### src/rtl/otpPkg.sv
package otpPkg;
  localparam logic [15:0] UNLOCK_KEY  = 16'h3E77;
  localparam logic [31:0] LOCKED_READ = 32'hBADABADA;

  // datapath -> control: decoded bus events and live timing fields
  typedef struct packed {
    logic        dataWr;
    logic        keyOk;
    logic        tgtWrLocked;
    logic        shWr;
    logic        shWrLocked;
    logic        shRd;
    logic        shRdLocked;
    logic        setReload;
    logic        clrErr;
    logic [11:0] progLen;
    logic [3:0]  relaxLen;
    logic [5:0]  readLen;
  } dpStatusT;

  // control -> datapath: strobes and state
  typedef struct packed {
    logic       accept;
    logic       shift;
    logic       blow;
    logic       strobeOn;
    logic       reloadWr;
    logic [7:0] reloadIdx;
    logic [4:0] bitIdx;
    logic       busy;
    logic       reloading;
    logic       error;
  } ctlCmdT;
endpackage

### src/rtl/otpFuseModel.sv
module otpFuseModel #(
  parameter int NUM_WORDS = 16
) (
  input  logic        clk,
  input  logic        rstN,
  input  logic [7:0]  rdAddrA,
  output logic [31:0] rdDataA,
  input  logic [7:0]  rdAddrB,
  output logic [31:0] rdDataB,
  input  logic        blowEn,
  input  logic [7:0]  blowAddr,
  input  logic [4:0]  blowBit
);
  localparam int IDX_W = (NUM_WORDS > 1) ? $clog2(NUM_WORDS) : 1;

  logic [31:0] fuse [NUM_WORDS];

  assign rdDataA = (int'(rdAddrA) < NUM_WORDS) ? fuse[rdAddrA[IDX_W-1:0]] : '0;
  assign rdDataB = (int'(rdAddrB) < NUM_WORDS) ? fuse[rdAddrB[IDX_W-1:0]] : '0;

  always_ff @(posedge clk or negedge rstN) begin
    if (!rstN) begin
      for (int i = 0; i < NUM_WORDS; i++) fuse[i] <= '0;
    end else if (blowEn && int'(blowAddr) < NUM_WORDS) begin
      fuse[blowAddr[IDX_W-1:0]][blowBit] <= 1'b1;
    end
  end

  for (genvar g = 0; g < NUM_WORDS; g++) begin : g_mono

    fuse_monotonic_chk: assert property (@(posedge clk) disable iff (!rstN)
      1'b1 |=> ((fuse[g] & $past(fuse[g])) == $past(fuse[g])));
  end
endmodule

### src/rtl/otpDatapath.sv
module otpDatapath
  import otpPkg::*;
#(
  parameter int NUM_WORDS = 16,
  parameter int BUS_AW    = 12
) (
  input  logic                 clk,
  input  logic                 rstN,
  input  logic                 busSel,
  input  logic                 busWe,
  input  logic [BUS_AW-1:0]    busAddr,
  input  logic [31:0]          busWdata,
  output logic [31:0]          busRdata,
  input  logic [NUM_WORDS-1:0] wrLock,
  input  logic [NUM_WORDS-1:0] rdLock,
  input  ctlCmdT               cmd,
  output dpStatusT             status,
  output logic                 progStrobe
);
  localparam int IDX_W = (NUM_WORDS > 1) ? $clog2(NUM_WORDS) : 1;
  localparam logic [BUS_AW-1:0] OFS_CTRL = BUS_AW'(12'h000);
  localparam logic [BUS_AW-1:0] OFS_SET  = BUS_AW'(12'h004);
  localparam logic [BUS_AW-1:0] OFS_CLR  = BUS_AW'(12'h008);
  localparam logic [BUS_AW-1:0] OFS_TIM  = BUS_AW'(12'h010);
  localparam logic [BUS_AW-1:0] OFS_DATA = BUS_AW'(12'h020);

  logic [7:0]  addrField;
  logic [15:0] keyField;
  logic [11:0] tProg;
  logic [3:0]  tRelax;
  logic [5:0]  tRead;
  logic [31:0] dataReg;
  logic [7:0]  latAddr;
  logic [31:0] shadow [NUM_WORDS];
  logic [31:0] senseWord, reloadWord;

  logic wrEn, rdEn, isCtrl, isSet, isClr, isTim, isData, isShadow, shInRange;
  logic [7:0] shIdx;

  assign wrEn      = busSel & busWe;
  assign rdEn      = busSel & ~busWe;
  assign isCtrl    = busAddr == OFS_CTRL;
  assign isSet     = busAddr == OFS_SET;
  assign isClr     = busAddr == OFS_CLR;
  assign isTim     = busAddr == OFS_TIM;
  assign isData    = busAddr == OFS_DATA;
  assign isShadow  = (busAddr[BUS_AW-1:10] == (BUS_AW-10)'(1)) && (busAddr[1:0] == 2'b00);
  assign shIdx     = busAddr[9:2];
  assign shInRange = int'(shIdx) < NUM_WORDS;

  always_comb begin
    status             = '0;
    status.dataWr      = wrEn & isData;
    status.keyOk       = keyField == UNLOCK_KEY;
    status.tgtWrLocked = (int'(addrField) >= NUM_WORDS) || wrLock[addrField[IDX_W-1:0]];
    status.shWr        = wrEn & isShadow & shInRange;
    status.shWrLocked  = shInRange && wrLock[shIdx[IDX_W-1:0]];
    status.shRd        = rdEn & isShadow & shInRange;
    status.shRdLocked  = shInRange && rdLock[shIdx[IDX_W-1:0]];
    status.setReload   = wrEn & (isCtrl | isSet) & busWdata[10];
    status.clrErr      = wrEn & isClr & busWdata[9];
    status.progLen     = tProg;
    status.relaxLen    = tRelax;
    status.readLen     = tRead;
  end

  otpFuseModel #(.NUM_WORDS(NUM_WORDS)) fuse_i (
    .clk     (clk),
    .rstN    (rstN),
    .rdAddrA (addrField),
    .rdDataA (senseWord),
    .rdAddrB (cmd.reloadIdx),
    .rdDataB (reloadWord),
    .blowEn  (cmd.blow & dataReg[0]),
    .blowAddr(latAddr),
    .blowBit (cmd.bitIdx)
  );

  assign progStrobe = cmd.strobeOn & dataReg[0];

  always_ff @(posedge clk or negedge rstN) begin
    if (!rstN) begin
      addrField <= '0;
      keyField  <= '0;
      tProg     <= '0;
      tRelax    <= '0;
      tRead     <= '0;
      dataReg   <= '0;
      latAddr   <= '0;
      for (int i = 0; i < NUM_WORDS; i++) shadow[i] <= '0;
    end else begin
      if (wrEn && isCtrl) begin
        addrField <= busWdata[7:0];
        keyField  <= busWdata[31:16];
      end else if (wrEn && isSet) begin
        addrField <= addrField | busWdata[7:0];
        keyField  <= keyField | busWdata[31:16];
      end else if (wrEn && isClr) begin
        addrField <= addrField & ~busWdata[7:0];
        keyField  <= keyField & ~busWdata[31:16];
      end
      if (cmd.accept) begin
        keyField <= '0;
        latAddr  <= addrField;
      end
      if (wrEn && isTim) begin
        tProg  <= busWdata[11:0];
        tRelax <= busWdata[15:12];
        tRead  <= busWdata[21:16];
      end
      if (cmd.accept) dataReg <= busWdata & ~senseWord;
      else if (wrEn && isData && !cmd.busy) dataReg <= busWdata;
      else if (cmd.shift) dataReg <= {1'b0, dataReg[31:1]};
      if (cmd.reloadWr) shadow[cmd.reloadIdx[IDX_W-1:0]] <= reloadWord;
      else if (status.shWr && !status.shWrLocked && !cmd.reloading)
        shadow[shIdx[IDX_W-1:0]] <= busWdata;
    end
  end

  always_comb begin
    busRdata = '0;
    if (isCtrl || isSet || isClr)
      busRdata = {keyField, 5'b0, cmd.reloading, cmd.error, cmd.busy, addrField};
    else if (isTim) busRdata = {10'b0, tRead, tRelax, tProg};
    else if (isData) busRdata = dataReg;
    else if (isShadow && shInRange)
      busRdata = (status.shRdLocked || cmd.error) ? LOCKED_READ : shadow[shIdx[IDX_W-1:0]];
  end


  key_consumed_chk: assert property (@(posedge clk) disable iff (!rstN)
    cmd.accept |=> keyField == 16'h0);

  target_latched_chk: assert property (@(posedge clk) disable iff (!rstN)
    cmd.busy |=> $stable(latAddr));

  data_frozen_chk: assert property (@(posedge clk) disable iff (!rstN)
    (cmd.busy && !cmd.shift) |=> $stable(dataReg));

  locked_read_chk: assert property (@(posedge clk) disable iff (!rstN)
    (status.shRd && status.shRdLocked) |-> busRdata == LOCKED_READ);
endmodule

### src/rtl/otpControl.sv
module otpControl
  import otpPkg::*;
#(
  parameter int NUM_WORDS = 16
) (
  input  logic     clk,
  input  logic     rstN,
  input  dpStatusT status,
  output ctlCmdT   cmd
);
  typedef enum logic [2:0] {IDLE, SENSE, STROBE, RELAX, RELOAD} stateT;

  stateT       state;
  logic [11:0] cnt;
  logic [4:0]  bitIdx;
  logic [7:0]  rIdx;
  logic        err;
  logic        busy, accept, lockHit, reloadGo, errSet;
  logic [11:0] senseLen, strobeLen;

  assign busy      = state != IDLE;
  assign accept    = status.dataWr & ~busy & ~err & status.keyOk & ~status.tgtWrLocked;
  assign lockHit   = status.dataWr & ~busy & ~err & status.keyOk & status.tgtWrLocked;
  assign reloadGo  = status.setReload & ~busy & ~err;
  assign errSet    = lockHit | (status.shRd & status.shRdLocked)
                   | (status.shWr & (status.shWrLocked | (state == RELOAD)));
  assign senseLen  = (status.readLen == 6'd0) ? 12'd1 : {6'b0, status.readLen};
  assign strobeLen = (status.progLen == 12'd0) ? 12'd1 : status.progLen;

  always_ff @(posedge clk or negedge rstN) begin
    if (!rstN) begin
      state  <= IDLE;
      cnt    <= '0;
      bitIdx <= '0;
      rIdx   <= '0;
      err    <= 1'b0;
    end else begin
      if (errSet) err <= 1'b1;
      else if (status.clrErr) err <= 1'b0;
      case (state)
        IDLE: begin
          if (accept) begin
            state <= SENSE;
            cnt   <= senseLen - 12'd1;
          end else if (reloadGo) begin
            state <= RELOAD;
            cnt   <= senseLen - 12'd1;
            rIdx  <= '0;
          end
        end
        SENSE: begin
          if (cnt == 12'd0) begin
            state  <= STROBE;
            cnt    <= strobeLen - 12'd1;
            bitIdx <= '0;
          end else cnt <= cnt - 12'd1;
        end
        STROBE: begin
          if (cnt == 12'd0) begin
            state <= RELAX;
            cnt   <= {8'b0, status.relaxLen};
          end else cnt <= cnt - 12'd1;
        end
        RELAX: begin
          if (cnt == 12'd0) begin
            if (bitIdx == 5'd31) state <= IDLE;
            else begin
              state  <= STROBE;
              cnt    <= strobeLen - 12'd1;
              bitIdx <= bitIdx + 5'd1;
            end
          end else cnt <= cnt - 12'd1;
        end
        RELOAD: begin
          if (cnt == 12'd0) begin
            if (int'(rIdx) == NUM_WORDS - 1) state <= IDLE;
            else begin
              rIdx <= rIdx + 8'd1;
              cnt  <= senseLen - 12'd1;
            end
          end else cnt <= cnt - 12'd1;
        end
        default: state <= IDLE;
      endcase
    end
  end

  always_comb begin
    cmd           = '0;
    cmd.accept    = accept;
    cmd.shift     = (state == RELAX) && (cnt == 12'd0);
    cmd.blow      = (state == STROBE) && (cnt == 12'd0);
    cmd.strobeOn  = state == STROBE;
    cmd.reloadWr  = (state == RELOAD) && (cnt == 12'd0);
    cmd.reloadIdx = rIdx;
    cmd.bitIdx    = bitIdx;
    cmd.busy      = busy;
    cmd.reloading = state == RELOAD;
    cmd.error     = err;
  end


  error_sticky_chk: assert property (@(posedge clk) disable iff (!rstN)
    (err && !status.clrErr) |=> err);

  locked_no_busy_chk: assert property (@(posedge clk) disable iff (!rstN)
    (status.dataWr && status.tgtWrLocked && !busy) |=> !busy);
endmodule

### src/rtl/otpFuseCtrl.sv
module otpFuseCtrl
  import otpPkg::*;
#(
  parameter int NUM_WORDS = 16,
  parameter int BUS_AW    = 12
) (
  input  logic                 clk,
  input  logic                 rstN,
  input  logic                 busSel,
  input  logic                 busWe,
  input  logic [BUS_AW-1:0]    busAddr,
  input  logic [31:0]          busWdata,
  output logic [31:0]          busRdata,
  input  logic [NUM_WORDS-1:0] wrLock,
  input  logic [NUM_WORDS-1:0] rdLock,
  output logic                 progStrobe
);
  dpStatusT status;
  ctlCmdT   cmd;

  otpDatapath #(.NUM_WORDS(NUM_WORDS), .BUS_AW(BUS_AW)) dp_i (
    .clk       (clk),
    .rstN      (rstN),
    .busSel    (busSel),
    .busWe     (busWe),
    .busAddr   (busAddr),
    .busWdata  (busWdata),
    .busRdata  (busRdata),
    .wrLock    (wrLock),
    .rdLock    (rdLock),
    .cmd       (cmd),
    .status    (status),
    .progStrobe(progStrobe)
  );

  otpControl #(.NUM_WORDS(NUM_WORDS)) ctl_i (
    .clk   (clk),
    .rstN  (rstN),
    .status(status),
    .cmd   (cmd)
  );
endmodule

### config.mk
export PLATFORM = sky130hd
export DESIGN_NAME = otpFuseCtrl
export DESIGN_NICKNAME = d
export VERILOG_FILES = /design/src/rtl/otpPkg.sv /design/src/rtl/otpFuseModel.sv /design/src/rtl/otpDatapath.sv /design/src/rtl/otpControl.sv /design/src/rtl/otpFuseCtrl.sv
export SDC_FILE = /design/constraint.sdc
export NUM_CORES = 2
export LEC_CHECK = 0
export BUFFER_PORTS_ARGS = -buffer_cell sky130_fd_sc_hd__buf_4
export CAP_MARGIN = 20
export CORE_MARGIN = 8
export CORE_UTILIZATION = 65
export CTS_CLUSTER_DIAMETER = 100
export CTS_CLUSTER_SIZE = 16
export DETAILED_ROUTE_END_ITERATION = 10
export PLACE_DENSITY = 0.82
export SYNTH_ARGS = -nofsm -noshare
export SYNTH_HDL_FRONTEND = slang
export SYNTH_HIERARCHICAL = 1
export SYNTH_SLANG_ARGS = --single-unit
### constraint.sdc
create_clock -name clk -period 7.4 [get_ports clk]
set_input_delay 0 -clock clk [delete_from_list [all_inputs] [get_ports clk]]
set_output_delay 0 -clock clk [all_outputs]
set_load 0.05 [all_outputs]
==> impl_metrics.yaml <==
clock_tree:
  cts_inserted_buffers: 81
  clock-root-buffer: "clkbuf_16"
  clock_tree.htree_level_count: 3
  clkSinkCount: 1139
  path_clk_slew_ns: 0.08
  cts_max_path_buffers: 3
  post_cts.repair.setup_buffers: 0
  cts_tree: "built"
  clk-insertion-delay-late_ns: 0.69
routing:
  drtAntennaViolNets: 0
  via_count: 47800
  drt_pass1_iterations: 7
  detailedRoute.firstIterationViolations: 6806
  drcViolationCount: 0
  detail_route.wl_per_cell_um: 30.3
  vias_per_cell: 7.39
  wl_final_um: 196000
power_and_ir_drop:
  vdd.ir_drop.worst_v: 0.000195
  power_per_cell_area_mw_per_mm2: 194
  cellLeakagePower_uw: 0.0334
floorplanning:
  die_area_mm2: 0.104
  core_area_mm2: 0.0933
  initial_core_util: 0.657
  die_h_um: 323
  die_w_um: 323
  pin_count: 113
  rows: 112
final_layout:
  drive_gt1_frac: 0.163
  filler_instances: 6541
  nets: 5280
  area_of_the_multi_input_gates_mm2: 0.0305
  layout.area.seq_mm2: 0.0285
  area_delta_synth_final_pct: 6.67
place:
  place_congestion: 0.969
  dp.final_hpwl_um: 120000
  port_buffers: 112
synthesis:
  synth.lib_cells_used.distinct: 79
  synth.yosys.seq_area_share: 0.465
  synth_area_per_cell_um2: 11.4
  synth-compound-area-share: 0.171
  synthCells: 5364
  yosys_top_cell_area_share: 0.465
  mappedNetlistArea_mm2: 0.0613
  combinational_family_with_the_most_area_after_synthesis: "multiplexers"
  synth.ff_latch_count: 1139
  synthFlopType: "dfrtp_1"
  yosys_warnings: 6
  postSynth.asyncResetShare: 1.00
  postSynthNetCount: 5450
  synth_largest_area_cell: "dfrtp_1"
  synth_xor_area_frac: 0.00243
  synth_simple_gate_area_share: 0.0876
  synth-adder-area-share: 0.00122
  muxShareOfSynthArea: 0.230
  synth_enable_flop_cells: 0
  synth_area_leaders: "dfrtp_1, mux4_2, mux2i_1"
grt:
  largest_net_degree_at_the_start_of_global_routing: 191
  grt_first_pass_wirelength_um: 297000
  antenna_violations_before_repair: 8
  grt_pass1_vias: 48100
  grt_usage: 0.374
  global_route.overflow_total: 0
sta:
  final.period_utilization: 0.694
  rsz0062_at_grt: "false"
  hold_ws_ns: -0.0358
  slew_viol_final: 0
  max-slew-margin-rel: 0.160
  worst_clock_skew_ns: 0.0304
  final-setup-viol-count: 0
  final.setup.tns_ns: 0
  maxClockFrequency_mhz: 195
  post-route-min-period_ns: 5.14
  timing.final.hold_violations: 12
  worstMarginPinSlew_ns: 1.25
status:
  status: "complete, but fails checks"
  failed_checks: "hold timing"
min_path:
  hold_path_class: "input pin to async pin"
flow_run:
  max_cap_viol_count: 0
setup_path:
  reg2regPathDepth: 11
  type_of_destination_of_the_critical_path: "flop"
  r2r-start: "ctl_i/cnt[0]"
  worst-r2r-setup-slack_ns: 2.26
  worstPathArrival_ns: 5.69
  critPathLaunchType: "flop"
  crit_required_ns: 7.95
  crit_path_max_fanout: 36
  criticalPathCategory: "flop to flop"
  timing.rr.end: "dp_i/shadow[504]"
  cp-startpoint: "ctl_i/cnt[0]"
  last_element_of_the_critical_path: "dp_i/shadow[504]"
logic make-up (layout without fill, tap and decap cells):
family                   Yosys count  in the layout
adder cells (fa/ha/maj)            6              6
AO/OA/AOI/OAI                   1549           1549
XOR/XNOR                          17             17
flip-flops                      1139           1139
AND/OR/NAND/NOR                 1128           1128
other                              0             13
buffers and inverters            569            408
multiplexers                     956            956
power by group:
| group | internal [µW] | leakage [µW] | total (µW) | switching (µW) |
|---|---|---|---|---|
| registers | 6350 | 0.0137 | 6600 | 247 |
| clock network | 1990 | 0.00106 | 4190 | 2200 |
| logic | 716 | 0.0186 | 1870 | 1160 |
cells in the mapped netlist (7+ instances only):
cell type / number
o2bb2ai_1: 50
a221oi_1: 12
o21ai_0: 200
a21oi_1: 355
inv_1: 12
nor3_4: 11
a221o_1: 45
buf_1: 21
nor2_1: 442
nor2_2: 9
nor3b_1: 11
nor3_1: 48
nand2b_1: 17
a222oi_1: 8
o211ai_1: 68
o21a_1: 24
nand4_1: 14
buf_4: 57
or3_1: 12
buf_6: 8
nand2_1: 285
dfrtp_1: 1139
a22o_1: 10
mux2_2: 41
mux4_2: 359
buf_2: 138
nand3_1: 102
a22oi_1: 190
nor3_2: 16
a31oi_1: 11
nor4_1: 18
clkbuf_1: 331
mux2i_1: 556
and3_1: 39
o32ai_1: 23
a21o_1: 492
nor2b_1: 27
and2_1: 24
and2b_1: 11
xor2_1: 7
o22ai_1: 13
o21bai_1: 27
xnor2_1: 10
worst min-delay path by stage:
stage          from                    end  slack, ns  cells past startpoint
6_report       rstN  dp_i/fuse_i/fuse[326]      -0.04                      2
5_1_grt        rstN  dp_i/fuse_i/fuse[326]       0.06                      2
4_1_cts        rstN  dp_i/fuse_i/fuse[326]      0.003                      2
3_5_place_dp   rstN  dp_i/fuse_i/fuse[322]       0.14                      1
3_3_place_gp   rstN  dp_i/fuse_i/fuse[322]       0.15                      1
2_1_floorplan  rstN        ctl_i/bitIdx[0]      -0.30                      0
state kept, by name, summed over array words and instances, names as in the netlist, named ones only:
register and flops:
ctl_i/bitIdx 5, ctl_i/cnt 12, ctl_i/err 1, ctl_i/rIdx 8, ctl_i/state 3, dp_i/dataReg 32, dp_i/fuse_i/fuse 512, dp_i/keyField 16
dp_i/latAddr 8, dp_i/shadow 512, dp_i/tProg 12, dp_i/tRead 6, dp_i/tRelax 4
area by class of cell:
cell class | count | share of cell area
Multi-Input combinational cell | 3656 | 0.466
Sequential cell | 1139 | 0.436
Clock buffer | 85 | 0.0316
Antenna cell | 13 | 0.000498
Inverter | 13 | 0.000746
Tap cell | 1254 | 0.0240
Timing Repair Buffer | 303 | 0.0392
Clock inverter | 7 | 0.00134
metal layers:
layer / GRT usage / wire (µm)
met5: 0 / 53
met4: 0.222 / 13700
met3: 0.118 / 25600
met2: 0.565 / 87900
met1: 0.475 / 69000
repair_timing:
action                                 CTS  global route
endpoints found under the hold margin  692             0
hold buffers                            47             0
setup endpoints to repair                0             0
gates resized for setup                  0             0
layout by cell type (no fill, tap or decap), types with 22 or more instances in the layout:
cell type,netlist,final
a22oi_1,190,190
o2bb2ai_1,50,50
and3_1,39,39
dlygate4sd3_1,0,47
o32ai_1,23,23
nor2b_1,27,22
o21bai_1,27,25
a21oi_1,355,354
mux2i_1,556,556
dfrtp_1,1139,1133
mux4_2,359,359
mux2_2,41,41
nor2_1,442,432
a221o_1,45,45
o21ai_0,200,200
buf_4,57,241
nand2_1,285,279
nor3_1,48,48
nand3_1,102,98
o211ai_1,68,68
clkbuf_16,0,82
o21a_1,24,24
a21o_1,492,492
worst max-delay path, cell delays in order, from the launching register on:
cell and delay [ns]:
dfrtp_1 0.39, inv_1 0.08, ha_1 0.19, or4b_1 0.61, or4_4 0.58, nor2_1 0.80
nor3b_2 0.30, buf_4 0.40, nor3b_2 0.24, buf_4 0.45, o21bai_4 0.44, a221o_1 0.48
through the flow:
stage          worst slack, ns   util  std cells  power, µW  instance area, µm²
2_1_floorplan             3.71      -       5364       7830               61300
6_report                  2.26  0.701       6470      12700               65400
3_5_place_dp              2.41  0.671       6311       8520               62600
5_1_grt                   2.15  0.700       6458      13000               65300
4_1_cts                   2.41  0.699       6450      12600               65300
3_3_place_gp              2.54  0.671       6308       8480               62600
No activity file was read; power rests on OpenSTA's default activity.
